===== src/rtl/dwacc_pkg.sv =====
package dwacc_pkg;
  localparam int OFF_W   = 23;
  localparam int OP_LSB  = 24;
  localparam int OP_W    = 2;
  localparam int DOM_LSB = 28;
  localparam int DOM_W   = 2;
  localparam int GO_BIT  = 31;
  localparam int DOM_CNT = (1 << DOM_W) - 1;

  localparam logic [OP_W-1:0] OP_RD = 2'd0;
  localparam logic [OP_W-1:0] OP_WR = 2'd1;

  localparam logic [1:0] RA_DATA = 2'd0;
  localparam logic [1:0] RA_CTRL = 2'd1;
  localparam logic [1:0] RA_STAT = 2'd2;

  typedef enum logic [1:0] {
    SQ_IDLE  = 2'd0,
    SQ_WAKE  = 2'd1,
    SQ_ISSUE = 2'd2,
    SQ_RESP  = 2'd3
  } sq_state_e;
endpackage


===== src/rtl/dwacc_mailbox.sv =====
module dwacc_mailbox
  import dwacc_pkg::*;
(
  input  logic             clk,
  input  logic             rst_n,
  input  logic             host_sel,
  input  logic             host_wr,
  input  logic [1:0]       host_addr,
  input  logic [31:0]      host_wdata,
  output logic [31:0]      host_rdata,
  input  logic             seq_finish,
  input  logic             seq_abort,
  input  logic             rd_load,
  input  logic [31:0]      rd_data,
  output logic             start,
  output logic             go,
  output logic [OFF_W-1:0] cmd_off,
  output logic [OP_W-1:0]  cmd_op,
  output logic [DOM_W-1:0] cmd_dom,
  output logic [31:0]      data_q
);
  logic [30:0] ctrl_q;
  logic        go_q, tmo_q, bad_q;
  logic        wr_data, wr_ctrl, wr_stat, launch, cmd_ok, reject;
  logic [OP_W-1:0]  w_op;
  logic [DOM_W-1:0] w_dom;

  assign wr_data = host_sel && host_wr && (host_addr == RA_DATA);
  assign wr_ctrl = host_sel && host_wr && (host_addr == RA_CTRL);
  assign wr_stat = host_sel && host_wr && (host_addr == RA_STAT);
  assign w_op    = host_wdata[OP_LSB +: OP_W];
  assign w_dom   = host_wdata[DOM_LSB +: DOM_W];
  assign launch  = wr_ctrl && !go_q && host_wdata[GO_BIT];
  assign cmd_ok  = (w_dom != '0) && ((w_op == OP_RD) || (w_op == OP_WR));
  assign start   = launch && cmd_ok;
  assign reject  = launch && !cmd_ok;

  always_ff @(posedge clk or negedge rst_n) begin
    if (!rst_n) begin
      data_q <= '0;
      ctrl_q <= '0;
      go_q   <= 1'b0;
      tmo_q  <= 1'b0;
      bad_q  <= 1'b0;
    end else begin
      if (rd_load)
        data_q <= rd_data;
      else if (wr_data && !go_q)
        data_q <= host_wdata;
      if (wr_ctrl && !go_q)
        ctrl_q <= host_wdata[30:0];
      if (start)
        go_q <= 1'b1;
      else if (seq_finish || seq_abort)
        go_q <= 1'b0;
      if (seq_abort)
        tmo_q <= 1'b1;
      else if (wr_stat && host_wdata[0])
        tmo_q <= 1'b0;
      if (reject)
        bad_q <= 1'b1;
      else if (wr_stat && host_wdata[1])
        bad_q <= 1'b0;
    end
  end

  always_comb begin
    unique case (host_addr)
      RA_DATA: host_rdata = data_q;
      RA_CTRL: host_rdata = {go_q, ctrl_q};
      RA_STAT: host_rdata = {30'd0, bad_q, tmo_q};
      default: host_rdata = '0;
    endcase
  end

  assign go      = go_q;
  assign cmd_off = ctrl_q[OFF_W-1:0];
  assign cmd_op  = ctrl_q[OP_LSB +: OP_W];
  assign cmd_dom = ctrl_q[DOM_LSB +: DOM_W];


  busy_data_hold_chk: assert property (@(posedge clk) disable iff (!rst_n)
    (go_q && wr_data && !rd_load) |=> $stable(data_q));

  busy_ctrl_hold_chk: assert property (@(posedge clk) disable iff (!rst_n)
    (go_q && wr_ctrl) |=> $stable(ctrl_q));

  bad_cmd_no_go_chk: assert property (@(posedge clk) disable iff (!rst_n)
    reject |=> (!go_q && bad_q));
endmodule


===== src/rtl/dwacc_wdog.sv =====
module dwacc_wdog #(
  parameter int TMO_CYCLES = 64
) (
  input  logic clk,
  input  logic rst_n,
  input  logic run,
  input  logic progress,
  output logic expire
);
  localparam int CW = (TMO_CYCLES > 2) ? $clog2(TMO_CYCLES) : 1;
  localparam logic [CW-1:0] LAST = CW'(TMO_CYCLES - 1);

  logic [CW-1:0] cnt_q;

  assign expire = run && !progress && (cnt_q == LAST);

  always_ff @(posedge clk or negedge rst_n) begin
    if (!rst_n)
      cnt_q <= '0;
    else if (!run || progress || expire)
      cnt_q <= '0;
    else
      cnt_q <= cnt_q + 1'b1;
  end


  wdog_bound_chk: assert property (@(posedge clk) disable iff (!rst_n)
    cnt_q <= LAST);
endmodule


===== src/rtl/dwacc_sequencer.sv =====
module dwacc_sequencer
  import dwacc_pkg::*;
(
  input  logic               clk,
  input  logic               rst_n,
  input  logic               start,
  input  logic [DOM_W-1:0]   dom,
  input  logic [OP_W-1:0]    op,
  input  logic [DOM_CNT-1:0] wake_ack,
  input  logic               tgt_req_ready,
  input  logic               tgt_rsp_valid,
  input  logic               expire,
  output logic [DOM_CNT-1:0] wake_req,
  output logic               tgt_req_valid,
  output logic               tgt_req_write,
  output logic               finish,
  output logic               abort,
  output logic               rd_load,
  output logic               run,
  output logic               progress
);
  sq_state_e st_q, st_d;
  logic [DOM_CNT-1:0] dom_sel;
  logic ack_sel, is_wr;

  for (genvar i = 0; i < DOM_CNT; i++) begin : g_dsel
    assign dom_sel[i] = (dom == DOM_W'(i + 1));
  end

  assign is_wr         = (op == OP_WR);
  assign run           = (st_q != SQ_IDLE);
  assign wake_req      = run ? dom_sel : '0;
  assign ack_sel       = |(wake_ack & dom_sel);
  assign tgt_req_valid = (st_q == SQ_ISSUE);
  assign tgt_req_write = is_wr;

  always_comb begin
    unique case (st_q)
      SQ_WAKE:  progress = ack_sel;
      SQ_ISSUE: progress = tgt_req_ready;
      SQ_RESP:  progress = tgt_rsp_valid;
      default:  progress = 1'b0;
    endcase
  end

  assign rd_load = (st_q == SQ_RESP) && tgt_rsp_valid;
  assign finish  = rd_load || ((st_q == SQ_ISSUE) && tgt_req_ready && is_wr);
  assign abort   = expire;

  always_comb begin
    st_d = st_q;
    unique case (st_q)
      SQ_IDLE:  if (start) st_d = SQ_WAKE;
      SQ_WAKE:  if (expire) st_d = SQ_IDLE;
                else if (ack_sel) st_d = SQ_ISSUE;
      SQ_ISSUE: if (expire) st_d = SQ_IDLE;
                else if (tgt_req_ready) st_d = is_wr ? SQ_IDLE : SQ_RESP;
      SQ_RESP:  if (expire || tgt_rsp_valid) st_d = SQ_IDLE;
      default:  st_d = SQ_IDLE;
    endcase
  end

  always_ff @(posedge clk or negedge rst_n) begin
    if (!rst_n) st_q <= SQ_IDLE;
    else        st_q <= st_d;
  end


  req_hold_chk: assert property (@(posedge clk) disable iff (!rst_n)
    (tgt_req_valid && !tgt_req_ready && !expire) |=> (tgt_req_valid && $stable(tgt_req_write)));

  req_after_ack_chk: assert property (@(posedge clk) disable iff (!rst_n)
    $rose(tgt_req_valid) |-> $past(ack_sel));

  single_accept_chk: assert property (@(posedge clk) disable iff (!rst_n)
    (tgt_req_valid && tgt_req_ready) |=> !tgt_req_valid);

  wake_onehot_chk: assert property (@(posedge clk) disable iff (!rst_n)
    $onehot0(wake_req));
endmodule


===== src/rtl/dwacc_engine.sv =====
module dwacc_engine
  import dwacc_pkg::*;
#(
  parameter int TMO_CYCLES = 64
) (
  input  logic               clk,
  input  logic               rst_n,
  input  logic               host_sel,
  input  logic               host_wr,
  input  logic [1:0]         host_addr,
  input  logic [31:0]        host_wdata,
  output logic [31:0]        host_rdata,
  output logic [DOM_CNT-1:0] wake_req,
  input  logic [DOM_CNT-1:0] wake_ack,
  output logic               tgt_req_valid,
  input  logic               tgt_req_ready,
  output logic               tgt_req_write,
  output logic [OFF_W-1:0]   tgt_req_addr,
  output logic [31:0]        tgt_req_wdata,
  input  logic               tgt_rsp_valid,
  input  logic [31:0]        tgt_rsp_data
);
  logic start, go, finish, abort, rd_load, run, progress, expire;
  logic [OFF_W-1:0] cmd_off;
  logic [OP_W-1:0]  cmd_op;
  logic [DOM_W-1:0] cmd_dom;
  logic [31:0]      data_q;

  dwacc_mailbox u_mbox (
    .clk(clk), .rst_n(rst_n),
    .host_sel(host_sel), .host_wr(host_wr), .host_addr(host_addr),
    .host_wdata(host_wdata), .host_rdata(host_rdata),
    .seq_finish(finish), .seq_abort(abort),
    .rd_load(rd_load), .rd_data(tgt_rsp_data),
    .start(start), .go(go),
    .cmd_off(cmd_off), .cmd_op(cmd_op), .cmd_dom(cmd_dom),
    .data_q(data_q)
  );

  dwacc_sequencer u_seq (
    .clk(clk), .rst_n(rst_n),
    .start(start), .dom(cmd_dom), .op(cmd_op),
    .wake_ack(wake_ack), .tgt_req_ready(tgt_req_ready),
    .tgt_rsp_valid(tgt_rsp_valid), .expire(expire),
    .wake_req(wake_req), .tgt_req_valid(tgt_req_valid),
    .tgt_req_write(tgt_req_write),
    .finish(finish), .abort(abort), .rd_load(rd_load),
    .run(run), .progress(progress)
  );

  dwacc_wdog #(.TMO_CYCLES(TMO_CYCLES)) u_wdog (
    .clk(clk), .rst_n(rst_n),
    .run(run), .progress(progress), .expire(expire)
  );

  assign tgt_req_addr  = cmd_off;
  assign tgt_req_wdata = data_q;


  wake_implies_go_chk: assert property (@(posedge clk) disable iff (!rst_n)
    (|wake_req) |-> go);

  wake_drop_with_go_chk: assert property (@(posedge clk) disable iff (!rst_n)
    $fell(go) |-> (wake_req == '0));

  req_addr_hold_chk: assert property (@(posedge clk) disable iff (!rst_n)
    (tgt_req_valid && !tgt_req_ready && !expire) |=> ($stable(tgt_req_addr) && $stable(tgt_req_wdata)));
endmodule


===== config.mk =====
export PLATFORM = sky130hd
export DESIGN_NAME = dwacc_engine
export DESIGN_NICKNAME = d
export VERILOG_FILES = /design/src/rtl/dwacc_pkg.sv /design/src/rtl/dwacc_mailbox.sv /design/src/rtl/dwacc_wdog.sv /design/src/rtl/dwacc_sequencer.sv /design/src/rtl/dwacc_engine.sv
export SDC_FILE = /design/constraint.sdc
export NUM_CORES = 1
export LEC_CHECK = 0
export ABC_CLOCK_PERIOD_IN_PS = 4650
export BUFFER_PORTS_ARGS = -buffer_cell sky130_fd_sc_hd__buf_2
export CORE_MARGIN = 2
export CORE_UTILIZATION = 40
export CTS_CLUSTER_DIAMETER = 80
export DETAILED_ROUTE_END_ITERATION = 10
export GPL_ROUTABILITY_DRIVEN = 0
export PLACE_DENSITY = 0.68
export SYNTH_ARGS = -nofsm -noshare
export SYNTH_HDL_FRONTEND = slang
export SYNTH_HIERARCHICAL = 1
export SYNTH_SLANG_ARGS = --single-unit
export TNS_END_PERCENT = 50

===== constraint.sdc =====
create_clock -name clk -period 4.65 [get_ports clk]
set_clock_uncertainty 0.05 [all_clocks]
set_input_delay 0 -clock clk [delete_from_list [all_inputs] [get_ports clk]]
set_output_delay 0 -clock clk [all_outputs]
set_load 0.02 [all_outputs]

# --- Word-level counts from Yosys, hierarchy flattened ---
# Index checks and enable logic that the tools add are counted.
totals:
  reg_bits: 74
  latchBits: 0
  mem_bits_rw: 0
  mem_bits_ro: 0
  in_bits: 75
  out_inout_bits: 92
  n_memories: 0
classes:
  addsub: 1
  mul: 0
  div_mod_pow: 0
  order_cmp: 0
  n_eq_ne: 15
  shift: 0
  n_mux: 20
  bitwise_logic: 1
  n_reduce_logical: 38
ops:
  columns: ["op", "count"]
  rows:
  - ["32-bit case mux with 3 select lines", 1]
  - ["32-bit 2-to-1 mux", 2]
  - ["1-bit logical AND", 17]
  - ["2-bit 2-to-1 mux", 7]
  - ["2-bit nonzero test", 6]
  - ["2-bit by 1-bit equality test with 1-bit output, second input constant", 5]
  - ["2-bit equality test, second input constant", 5]
  - ["2-bit case mux with 4 select lines", 1]
  - ["6-bit by 1-bit adder with 6-bit output, second input constant", 1]
  - ["6-bit equality test, second input constant", 1]
  - ["2-bit logical NOT", 3]
  - ["1-bit logical OR", 6]
  - ["1-bit 2-to-1 mux", 6]
  - ["6-bit 2-to-1 mux", 1]
  - ["1-bit logical NOT", 4]
  - ["2-bit inequality test, second input constant", 2]
  - ["4-bit AND reduction", 1]
  - ["3-bit AND", 1]
  - ["3-bit 2-to-1 mux", 1]
  - ["3-bit by 1-bit inequality test with 1-bit output, second input constant", 1]
  - ["3-bit by 2-bit inequality test with 1-bit output, second input constant", 1]
  - ["1-bit case mux with 3 select lines", 1]
  - ["3-bit OR reduction", 1]

# --- Logic depth before layout (Yosys ltp) ---
logic_depth:
  word_depth: 10
  ltp_mapped: 10

# --- Cells and area by module ---
# Netlist, hierarchy kept.
modules_own_cells:
  columns: ["mod", "instances", "cells_each", "area_each_um2"]
  rows:
  - ["dwacc_mailbox", 1, 289, 3739.8]
  - ["dwacc_wdog", 1, 26, 272.8]
  - ["dwacc_sequencer", 1, 33, 239.0]

# --- Least setup slack after synthesis ---
# Ideal clock, no wire load.
synth_timing:
  path_kind: "flip-flop to flip-flop"
  from: "register u_mbox.ctrl_q[28]"
  to: "register u_seq.st_q[0]"
  setup_ps: 126
  arrival_ps: 1993
  t_required_ps: 4474
  path_slack_ps: 2481
  stages_incl_launch_ff: 9
  period_less_slack_ps: 2169
  path_cell_list: "dfrtp_1 -> buf_4 -> mux2_4 -> a21oi_2 -> o21ai_0 -> nand2b_1 -> nor3_1 -> nor2_1 -> a221o_1"
synth_via:
  elab_chain_cells: 10
  word_cells_on_any_way: 17
synth_rtl:
  columns: ["element", "line", "source"]
  rows:
  - ["from (decl)", "dwacc_mailbox.sv:22", "logic [30:0] ctrl_q;"]
  - ["from (signal assigned)", "dwacc_mailbox.sv:51", "ctrl_q <= host_wdata[30:0];"]
  - ["2-bit by 1-bit equality test with 1-bit output / 2-bit equality test (equally long branches)", "dwacc_sequencer.sv:27", "assign dom_sel[i] = (dom == DOM_W'(i + 1));"]
  - ["3-bit AND (*)", "dwacc_sequencer.sv:33", "assign ack_sel = |(wake_ack & dom_sel);"]
  - ["3-bit OR reduction (*)", "dwacc_sequencer.sv:33", null]
  - ["1-bit case mux with 3 select lines (*)", "dwacc_sequencer.sv:38", "unique case (st_q)"]
  - ["net progress", "dwacc_engine.sv:23", "logic start, go, finish, abort, rd_load, run, progress, expire;"]
  - ["1-bit logical NOT (*)", "dwacc_wdog.sv:15", "assign expire = run && !progress && (cnt_q == LAST);"]
  - ["1-bit logical AND (*) (2 in a row)", "dwacc_wdog.sv:15", null]
  - ["net expire", "dwacc_engine.sv:23", null]
  - ["1-bit logical OR", "dwacc_sequencer.sv:58", "SQ_RESP: if (expire || tgt_rsp_valid) st_d = SQ_IDLE;"]
  - ["2-bit inequality test (no line)", null, null]
  - ["4-bit AND reduction (no line)", null, null]
  - ["to (signal assigned)", "dwacc_sequencer.sv:65", "else st_q <= st_d;"]
  - ["to (decl)", "dwacc_sequencer.sv:22", "sq_state_e st_q, st_d;"]
# Mark *: on every way through the listed nets, which the timed path passes. The rest lies on a longest branch.
# A chain may end at the register's enable or synchronous reset.

# --- Worst setup path in the final report ---
layout_timing:
  from: "register u_seq.st_q[1]"
  to: "register u_mbox.data_q[12]"
layout_via:
  elab_chain_cells: 3
  word_cells_on_any_way: 4
layout_rtl:
  columns: ["element", "line", "source"]
  rows:
  - ["2-bit equality test (*)", "dwacc_sequencer.sv:46", "assign rd_load = (st_q == SQ_RESP) && tgt_rsp_valid;"]
  - ["1-bit logical AND (*)", "dwacc_sequencer.sv:46", null]
  - ["net rd_load", "dwacc_engine.sv:23", null]
  - ["32-bit 2-to-1 mux / 2-bit nonzero test (equally long branches)", null, null]
  - ["to (signal assigned)", "dwacc_mailbox.sv:47", "data_q <= rd_data;"]
  - ["to (signal assigned)", "dwacc_mailbox.sv:49", "data_q <= host_wdata;"]
  - ["to (decl)", "dwacc_mailbox.sv:20", "output logic [31:0] data_q"]
# Marked as above.

==> metrics.md <==
| Metric | Value |
|---|---|
| Number of synthesized flops with an enable pin | `0` |
| Root Driver | `clkbuf_8` |
| Simple-gate share of the synthesized area | `under 10%` |
| Worst Max-Slew Pin Slew | `1.14 ns` |
| Worst setup EP type | `register` |
| Top cell type's share of synthesized area | `43.6%` |
| Die Area | `11,500 um2` |
| Seq/Total Area, Yosys | `about 44%` |
| Post-synthesis mux area share | `35.4%` |
| Leak pwr | `0.00293 uW` |
| Vias in the first global route | `between 3,000 and 4,000` |
| Synth top area cells | `dfrtp_1 (44%), mux2_2 (17%), mux2_4 (9.9%)` |
| Final Max Tran Viols | `0` |
| Die height | `107 um` |
| Met2 WL | `5680 um` |
| Design Power | `3150 uW` |
| Yosys warning count | `6` |
| XOR/XNOR Fraction of Synth Area | `0.618%` |
| Crit path required time | `approximately 4.8 ns` |
| First-pass GRT wire length | `17,000 um` |
| Final Routed Wirelength | `between 10,000 and 15,000 um` |
| Clk pwr share | `between 15 and 20%` |
| Hold Path Depth | `4` |
| CTS tree | `yes` |
| Synth Area in Adders | `less than 1%` |
| Worst skew pair latency | `around 0.34 ns` |
| Detailed Place HPWL | `6870 um` |
| Top FF cell, synth | `dfrtp_1` |
| Total core area | `10,300 um2` |
| Most common library cells after synthesis | `dfrtp_1 (74), mux2_2 (66), nor2_1 (42)` |
| CTS Buf Count | `9` |
| Initial antenna violation count | `0` |
| Area Overhead vs Synth | `36.1%` |
| Grt ovf | `0` |
| RSZ-0062 raised after global routing | `no` |
| CTS clock-pin slew for the worst setup and hold paths | `about 0.08 ns` |
| Critical path type | `reg2reg` |
| TritonCTS sink count | `74` |
| Status | `complete, no violations` |
| # IOs | `approximately 170` |
| Comb pwr share | `48.1%` |
| Mean Syn Cell Area | `12.2 um2` |
| # setup viols final | `0` |
| Pwr Density | `about 540 nW/um2` |
| Diode count | `0` |
| CP cell instances | `and3_2, nor2_4, nand4_4, mux2_2, dlygate4sd3_1` |
| Most frequent cell after synthesis | `dfrtp_1` |
| Place WS | `1.90 ns` |
| Max clock buf depth | `2` |
| CP max-delay cell | `nand4_4` |
| WL met1 | `4460 um` |
| Vias post-DR | `3,350` |
| Largest family of logic cells by synthesized area | `multiplexers` |
| Pint | `1920 uW` |
| Yosys reg bits | `74` |
| Synth Area in Compound Gates | `2.71%` |
| Vias per Instance | `4.89` |
| Nets | `622` |
| Sw power | `1230 uW` |
| Flop pwr share | `36.1%` |
| Crit-path max FO | `34` |
| Distinct cells, synth | `38` |
| Avg WL per Cell | `15.7 um` |
| Worst r2r path cells | `5` |
| Sw Ratio | `39.1%` |
| Setup Total Neg Slack | `0 ns` |
| CTS Hold Bufs | `68` |
| Reg2reg setup slack | `1.58 ns` |
| Yosys top cell by area | `dfrtp_1` |
| Period utilization | `66.1%` |
| Width of the chip | `approximately 110 um` |
| Detail Route Antenna Nets | `0` |
| Met3 WL | `382 um` |
| Post-synth ARST share | `100%` |
| # Max-Cap Violations | `0` |
| Critical path arrival | `3.24 ns` |
| DRT iter0 DRCs | `131` |
| Post-Syn Instances | `348` |
| Rows | `37` |
| CP max stage delay | `0.57 ns` |
| Pin count of the biggest net entering global routing | `75` |
| Share of cells above drive strength 1 | `51.5%` |
| Fmax | `325 MHz` |
| Min Tclk post-route | `just over 3 ns` |
| DR top layer | `met4` |
| Tot GR Track Use | `19.0%` |
| H-tree Lvls | `3` |
| Drc violations | `0` |
| Max VDD drop | `0.000320 V` |
| Net count after synthesis | `424` |
| Slew margin rel. | `24.1%` |
| Port Buffers | `166` |
| Initial Util | `41.2%` |
| Post-CTS setup buffers | `0` |
| DRT Pass-1 Iters | `4` |
| Min setup slack post-route | `1.58 ns` |
| Cell area after synthesis | `4250 um2` |
| PostCTS Resize Cnt | `0` |
| Final Hold Fails | `0` |
| Startpoint types | `register` |
| Hold Crit Class | `in2reg` |
==> power groups by stage <==
stage / registers, uW / logic (uW) / clock network, uW
2_1_floorplan: 1260 / 980 / 0
3_3_place_gp: 1130 / 1410 / 0
3_5_place_dp: 1150 / 1440 / 0
4_1_cts: 1140 / 1510 / 515
5_1_grt: 1180 / 1620 / 546
6_report: 1140 / 1520 / 498
==> logic make-up after synthesis <==
logic type      Yosys count
simple gates             73
mux                     128
xor+xnor                  3
compound gates           17
flops                    74
buf+inv                  52
fa+ha+maj                 1
==> cells in the final DEF, fill, tap and decap left out, types with 2 or more instances in the layout <==
master,count
buf_2,165
clkbuf_8,11
nor2_4,2
nor2_1,42
nand2b_1,5
dfrtp_1,74
nor2b_1,3
dlygate4sd3_1,68
mux2_4,28
a21oi_2,2
mux2i_1,34
xor2_1,2
and3_2,2
nand4_4,2
nand2_1,8
inv_1,5
o21ai_0,7
mux2_2,66
nand4_1,2
==> through the flow <==
step | cell area [um2] | utilization [%] | hold WS [ns] | std cells
final | 5780 | 56.0 | 0.0578 | 685
after global routing | 5780 | 56.0 | 0.0616 | 685
after CTS | 5780 | 56.0 | 0.00619 | 685
after detailed placement | 4910 | 47.6 | 0.170 | 603
after global placement | 4910 | 47.6 | 0.153 | 603
after floorplan | 4250 | - | -0.346 | 348
==> metal layers <==
metal  global-route usage [%]  up-vias
li1                         -     1577
met1                     21.9     1664
met2                     34.5       92
met3                     3.34       17
met4                     7.79        0
met5                        0        -
==> critical path, delay by kind of cell, from the launching register on <==
kind	cells	cell delay (ns)
buffers and inverters	1	0.57
flip-flops	1	0.46
AND/OR/NAND/NOR	3	1.35
multiplexers	1	0.51
==> flip-flops by register name (all words and copies together) (netlist names) <==
signal,cells
u_wdog/cnt_q,6
u_mbox/ctrl_q,31
u_mbox/go,1
u_mbox/data_q,32
u_seq/st_q,2
u_mbox/bad_q,1
u_mbox/tmo_q,1
==> worst paths after layout <==
kind                                 start                 to
setup / recovery             u_seq/st_q[1]  u_mbox/data_q[12]
hold / removal               tgt_rsp_valid      u_seq/st_q[1]
setup reg to reg             u_seq/st_q[1]  u_mbox/data_q[12]
hold reg to reg            u_wdog/cnt_q[0]    u_wdog/cnt_q[0]
max in group asynchronous            rst_n   u_mbox/data_q[7]
min in group asynchronous            rst_n  u_mbox/ctrl_q[28]
==> area by class of cell <==
cell class                      count  area [um2]
Clock inverter                      2        37.5
Sequential cell                    74        1850
Fill cell                         886        4540
Tap cell                          136         170
Timing Repair Buffer              234        1510
Multi-Input combinational cell    222        2040
Clock buffer                       12         155
Inverter                            5        18.8
No activity file was read; power rests on OpenSTA's default activity.
